File: src/rtl/bl_pkg.sv
package bl_pkg;
  localparam int unsigned LEN_W = 6;

  typedef enum logic [2:0] {
    BK_SINGLE = 3'd0,
    BK_INCR   = 3'd1,
    BK_INCR4  = 3'd3,
    BK_INCR8  = 3'd5,
    BK_INCR16 = 3'd7
  } burst_kind_e;
endpackage

File: src/rtl/bl_len_pick.sv
module bl_len_pick
  import bl_pkg::*;
#(
  parameter int unsigned FIFO_DEPTH = 64
) (
  input  logic [LEN_W-1:0] main_len,
  input  logic [LEN_W-1:0] rx_len,
  input  logic             split,
  input  logic             is_rx,
  output logic [LEN_W-1:0] eff_len,
  output logic             bad
);
  localparam int unsigned HALF   = FIFO_DEPTH / 2;
  localparam int unsigned HALF_C = (HALF > 32) ? 32 : ((HALF < 1) ? 1 : HALF);
  localparam logic [LEN_W-1:0] CAP = LEN_W'(HALF_C);

  logic [LEN_W-1:0] sel;

  always_comb begin
    sel = (split && is_rx) ? rx_len : main_len;
    bad = ($countones(sel) != 1);
    if (bad)
      eff_len = LEN_W'(1);
    else if (sel > CAP)
      eff_len = CAP;
    else
      eff_len = sel;
  end
endmodule

File: src/rtl/bl_shape.sv
module bl_shape
  import bl_pkg::*;
#(
  parameter int unsigned CNT_W = 16
) (
  input  logic [CNT_W-1:0] rem,
  input  logic [LEN_W-1:0] len,
  input  logic             fixed,
  output burst_kind_e      kind,
  output logic [LEN_W-1:0] beats
);
  localparam int unsigned TIERS = 3;

  logic [TIERS-1:0] fit;

  genvar t;
  generate
    for (t = 0; t < TIERS; t++) begin : g_tier
      localparam int unsigned SZ = 16 >> t;
      assign fit[t] = (len >= LEN_W'(SZ)) && (rem >= CNT_W'(SZ));
    end
  endgenerate

  logic [CNT_W-1:0] len_w;
  logic [LEN_W-1:0] n_incr;

  always_comb begin
    len_w  = CNT_W'(len);
    n_incr = (rem < len_w) ? rem[LEN_W-1:0] : len;
    if (fixed) begin
      if (fit[0]) begin
        kind = BK_INCR16; beats = LEN_W'(16);
      end else if (fit[1]) begin
        kind = BK_INCR8;  beats = LEN_W'(8);
      end else if (fit[2]) begin
        kind = BK_INCR4;  beats = LEN_W'(4);
      end else begin
        kind = BK_SINGLE; beats = LEN_W'(1);
      end
    end else begin
      beats = n_incr;
      kind  = (n_incr == LEN_W'(1)) ? BK_SINGLE : BK_INCR;
    end
  end
endmodule

File: src/rtl/burst_planner.sv
module burst_planner
  import bl_pkg::*;
#(
  parameter int unsigned CNT_W      = 16,
  parameter int unsigned FIFO_DEPTH = 64
) (
  input  logic             clk,
  input  logic             rst,
  input  logic             xfer_start,
  input  logic [CNT_W-1:0] xfer_beats,
  input  logic             xfer_rx,
  input  logic [5:0]       cfg_len,
  input  logic [5:0]       cfg_rx_len,
  input  logic             cfg_split,
  input  logic             cfg_fixed,
  output logic             burst_valid,
  input  logic             burst_ready,
  output logic [2:0]       burst_kind,
  output logic [5:0]       burst_beats,
  output logic             cfg_err
);
  localparam int unsigned HALF_LIM = (FIFO_DEPTH / 2 > 32) ? 32 : FIFO_DEPTH / 2;

  logic [CNT_W-1:0] rem_q;
  logic [LEN_W-1:0] len_q;
  logic             fixed_q;
  logic             err_q;
  logic             vld_q;
  burst_kind_e      kind_q;
  logic [LEN_W-1:0] beats_q;

  logic [LEN_W-1:0] pick_len;
  logic             pick_bad;
  logic             load, take;
  logic [CNT_W-1:0] rem_after;
  logic [CNT_W-1:0] sh_rem;
  logic [LEN_W-1:0] sh_len;
  logic             sh_fixed;
  burst_kind_e      sh_kind;
  logic [LEN_W-1:0] sh_beats;

  bl_len_pick #(.FIFO_DEPTH(FIFO_DEPTH)) u_pick (
    .main_len (cfg_len),
    .rx_len   (cfg_rx_len),
    .split    (cfg_split),
    .is_rx    (xfer_rx),
    .eff_len  (pick_len),
    .bad      (pick_bad)
  );

  always_comb begin
    load      = xfer_start && !vld_q && (xfer_beats != '0);
    take      = vld_q && burst_ready;
    rem_after = rem_q - CNT_W'(beats_q);
    sh_rem    = load ? xfer_beats : rem_after;
    sh_len    = load ? pick_len   : len_q;
    sh_fixed  = load ? cfg_fixed  : fixed_q;
  end

  bl_shape #(.CNT_W(CNT_W)) u_shape (
    .rem   (sh_rem),
    .len   (sh_len),
    .fixed (sh_fixed),
    .kind  (sh_kind),
    .beats (sh_beats)
  );

  always_ff @(posedge clk) begin
    if (rst) begin
      rem_q   <= '0;
      len_q   <= '0;
      fixed_q <= 1'b0;
      err_q   <= 1'b0;
      vld_q   <= 1'b0;
      kind_q  <= BK_SINGLE;
      beats_q <= '0;
    end else if (load) begin
      rem_q   <= xfer_beats;
      len_q   <= pick_len;
      fixed_q <= cfg_fixed;
      err_q   <= pick_bad;
      vld_q   <= 1'b1;
      kind_q  <= sh_kind;
      beats_q <= sh_beats;
    end else if (take) begin
      rem_q <= rem_after;
      if (rem_after == '0) begin
        vld_q <= 1'b0;
      end else begin
        kind_q  <= sh_kind;
        beats_q <= sh_beats;
      end
    end
  end

  assign burst_valid = vld_q;
  assign burst_kind  = kind_q;
  assign burst_beats = beats_q;
  assign cfg_err     = err_q;

  // Stall keeps the descriptor unchanged
  assert_hold_stall_R8: assert property (@(posedge clk) disable iff (rst)
    (burst_valid && !burst_ready) |=> (burst_valid && $stable(burst_kind) && $stable(burst_beats)));

  // A burst never exceeds the beats still owed
  assert_no_overrun_R8: assert property (@(posedge clk) disable iff (rst)
    burst_valid |-> (CNT_W'(burst_beats) <= rem_q) && (burst_beats != '0));

  // Burst size respects the FIFO cap
  assert_fifo_cap_R5: assert property (@(posedge clk) disable iff (rst)
    burst_valid |-> (int'(burst_beats) <= HALF_LIM));

  // Fixed mode never emits undefined-length INCR
  assert_fixed_kinds_R6: assert property (@(posedge clk) disable iff (rst)
    (burst_valid && fixed_q) |-> (burst_kind != 3'd1));

  // INCR mode emits only SINGLE or INCR, SINGLE exactly for one beat
  assert_incr_kinds_R7: assert property (@(posedge clk) disable iff (rst)
    (burst_valid && !fixed_q) |-> ((burst_kind == 3'd0 && burst_beats == 6'd1) ||
                                   (burst_kind == 3'd1 && burst_beats > 6'd1)));

  // Illegal length forces single beats
  assert_err_single_R4: assert property (@(posedge clk) disable iff (rst)
    (burst_valid && cfg_err) |-> (burst_kind == 3'd0 && burst_beats == 6'd1));

  // Accepted start shows a descriptor next cycle
  assert_start_R2: assert property (@(posedge clk) disable iff (rst)
    (xfer_start && !burst_valid && xfer_beats != '0) |=> burst_valid);

  // Last accept ends the transfer
  assert_finish_R8: assert property (@(posedge clk) disable iff (rst)
    (burst_valid && burst_ready && CNT_W'(burst_beats) == rem_q) |=> !burst_valid);
endmodule

File: config.mk
export PLATFORM = sky130hd
export DESIGN_NAME = burst_planner
export DESIGN_NICKNAME = d
export VERILOG_FILES = /design/src/rtl/bl_pkg.sv /design/src/rtl/bl_len_pick.sv /design/src/rtl/bl_shape.sv /design/src/rtl/burst_planner.sv
export SDC_FILE = /design/constraint.sdc
export NUM_CORES = 1
export LEC_CHECK = 0
export CAP_MARGIN = 25
export CELL_PAD_IN_SITES_DETAIL_PLACEMENT = 0
export CELL_PAD_IN_SITES_GLOBAL_PLACEMENT = 1
export CORE_ASPECT_RATIO = 1.5
export CORE_MARGIN = 2
export CORE_UTILIZATION = 41
export CTS_BUF_LIST = sky130_fd_sc_hd__clkbuf_4 sky130_fd_sc_hd__clkbuf_8
export CTS_CLUSTER_DIAMETER = 120
export DETAILED_ROUTE_END_ITERATION = 12
export PLACE_DENSITY = 0.93
export SLEW_MARGIN = 20
export SYNTH_ARGS = -nofsm -noshare
export SYNTH_HDL_FRONTEND = slang
export SYNTH_SLANG_ARGS = --single-unit
File: constraint.sdc
create_clock -name clk -period 8.09 [get_ports clk]
set_input_delay 2.0225 -clock clk [delete_from_list [all_inputs] [get_ports clk]]
set_output_delay 2.0225 -clock clk [all_outputs]
set_load 0.03 [all_outputs]
==> impl_metrics.toml <==
[outcome]
status = "finished clean"

[layout]
area_growth_syn_to_layout_pct = 20.1
nets = 459
antenna_cells = 0
fillers = 679
layout-drive-gt1-share_pct = 6.45

[global_routing]
grtUsageMet2_pct = 40.2
grt.overflow.total = 0
grtUsageMet1_pct = 22.3
grtUsageMet3_pct = 3.13
grt_pass1_vias = 2861
grt_usage_pct = 22.1
top_usage_layer = "met2"
grt_max_degree = 32
antenna_found_initial = 0
grt_pass1_wl_um = 13200

[clock_network]
cts_root_buf = "clkbuf_8"
cts.reportedPaths.clkPinSlew_ns = 0.08
h-tree-depth = 2
cts_buffer_depth = 2
clock_sinks = 34
cts_buffers = 5
hold_buffers = 0
cts_tree = "built"
clkLatencyLatePin_ns = 0.29
cts_resized = 0
cts_setup_buffers = 0

[sta]
holdWs_ns = 0.454
max-slew-margin-rel_pct = 43.9
hold_viol_final = 0
drv_slew = 0
fin_crit_ns = 6.90
layout_setup_ws_ns = 1.19
grt_setup_unrepaired = "no"
tightest_slew_ns = 0.834
max_freq_mhz = 145
setup_viol = 0
finalSetupTns_ns = 0
skew_ns = 0.00501
finalCritPeriodShare_pct = 85.3

[logic_synthesis]
ys_seq_elements = 34
seq_area_frac_synth_pct = 23.9
netlist_top_cells_area = "dfxtp_1, ha_1, nor2_1"
synth_area_um2 = 2850
synthTopCellsByCount = "nor2_1, nand2_1, dfxtp_1, inv_1, a21oi_1"
avgSynthCellArea_um2 = 7.76
yosysTopAreaCell = "dfxtp_1"
netlist_instances = 367
yosysWarnings = 0
netlist.area_leader.share_pct = 23.9
ys.flop_type = "dfxtp_1"
syn-num-nets = 424
synth_cell_types = 61
yosysMostFrequentCell = "nor2_1"
synth_edf_count = 0
async_flop_share_pct = 0

[critical_path]
cp_common_cell = "ha_1"
startpoint_type = "input port"
rrSetupSlack_ns = 4.29
crit_end = "burst_beats[5]"
ff2ff_path_depth = 14
cpMaxStageDelayCell = "or4_1"
path_max_fanout = 8
cp.required_ns = 8.29
worstSetupStartpoint = "cfg_split"
endpoint_kind = "flip-flop"
crit_chain = "clkdlybuf4s50_1 -> nand2_1 -> mux2_2 -> ha_1 -> inv_1 -> fa_1 -> inv_1 -> ha_1 -> or4_1 -> a211oi_1 -> mux2i_1 -> ha_1 -> a21o_1 -> a2111oi_0 -> a21oi_1 -> and2b_1 -> mux2_1 -> o32ai_1"
r2r_start = "rem_q[0]"
arrival_ns = 7.11
cpPeakStageDelay_ns = 0.60
r2r_end = "burst_beats[5]"
path_class = "input port to flip-flop"

[die]
coreArea_um2 = 6810
initial_core_util_pct = 41.8
chipWidth_um = 72.0
io_pins = 46
dieHeight_um = 106
row_count = 37
dieArea_um2 = 7640

[run]
maxCapViolCount = 0

[routing]
vias = 2824
first_pass_iters = 4
viasPerCell = 5.87
routed_wl_um = 7990
drtIter0Drc = 165
wire_per_inst_um = 16.6
antenna_left = 0
drc = 0

[placed_design]
pre_cts_slack_ns = 0.929
dpl.hpwl_um = 6320
place.gp.congestion = 0.864
io_buffers = 45

[power]
p_leak_nw = 1.36
vdd_drop_max_uv = 83.1
power_density_nw_per_um2 = 199
power.total_mw = 0.682

[min_path]
hp-class = "flip-flop to flip-flop"
-- critical path: cells and delay by family --
kind / cells / cell delay, ns
AOI/OAI and AO/OA: 5 / 1.11
buffers and inverters: 3 / 0.50
muxes: 3 / 0.99
adders and majority gates: 4 / 1.31
and+or+nand+nor: 3 / 1.15
-- cells in the final DEF (no fill, tap or decap), types with 9 or more instances in the layout --
master           instances
a211oi_1                17
o21ai_0                 12
xnor2_1                 10
ha_1                    19
nor3_1                   9
a21oi_1                 21
mux2i_1                 13
nand3_1                 13
clkdlybuf4s50_1         45
inv_1                   26
nor2_1                  41
nand2_1                 35
dfxtp_1                 34
-- cells by family (layout without fill, tap and decap cells) --
logic type                 count (synthesis)  count (layout)  share of synthesized area (%)
xor gates and xnor gates                  16              16                           4.92
AOI/OAI and AO/OA                         91              91                           22.9
buffers and inverters                     45              81                           6.46
muxes                                     19              19                           6.94
DFF                                       34              34                           23.9
adders and majority gates                 22              22                           10.5
and+or+nand+nor                          140             140                           24.4
-- power by group --
group / internal (mW) / switching, mW
Sequential: 0.183 / 0.0154
Clock: 0.0685 / 0.0691
Combinational: 0.141 / 0.205
-- how the worst min path moves through the flow --
stage,start,to,slack (ns),cells after the start
after detailed placement,burst_kind[2],burst_kind[2],0.45,2
final,burst_kind[2],burst_kind[2],0.45,2
after floorplan,rem_q[1],rem_q[1],0.46,2
after global placement,burst_kind[2],burst_kind[2],0.45,2
after global routing,burst_kind[2],burst_kind[2],0.48,2
after CTS,burst_kind[2],burst_kind[2],0.46,2
-- sequential cells by signal (all words and copies together) (netlist names) --
name and count:
burst_beats 6, burst_kind 3, burst_valid 1, cfg_err 1, fixed_q 1, len_q 6, rem_q 16
-- per-stage QoR --
stage | cells | util (%) | cell area (µm²)
finish | 481 | 50.2 | 3420
global route | 481 | 50.2 | 3420
CTS | 481 | 50.2 | 3420
detailed placement | 473 | 48.9 | 3320
global placement | 473 | 48.9 | 3320
floorplan | 367 | - | 2850
-- routing by layer --
metal | part of all wire (%) | wire length, µm
met2 | 54 | 4340
met1 | 36 | 2900
met3 | 3.5 | 278
met4 | 5.8 | 467
met5 | 0 | 0
-- cell type report --
cell class,instances,area (µm²),area share (%)
Clock buffer,6,82.6,2.41
Timing Repair Buffer,47,465,13.6
Tap cell,78,97.6,2.85
Inverter,26,97.6,2.85
Multi-Input combinational cell,288,1980,58.0
Clock inverter,2,12.5,0.366
Sequential cell,34,681,19.9
(Power assumes the default switching activity.)
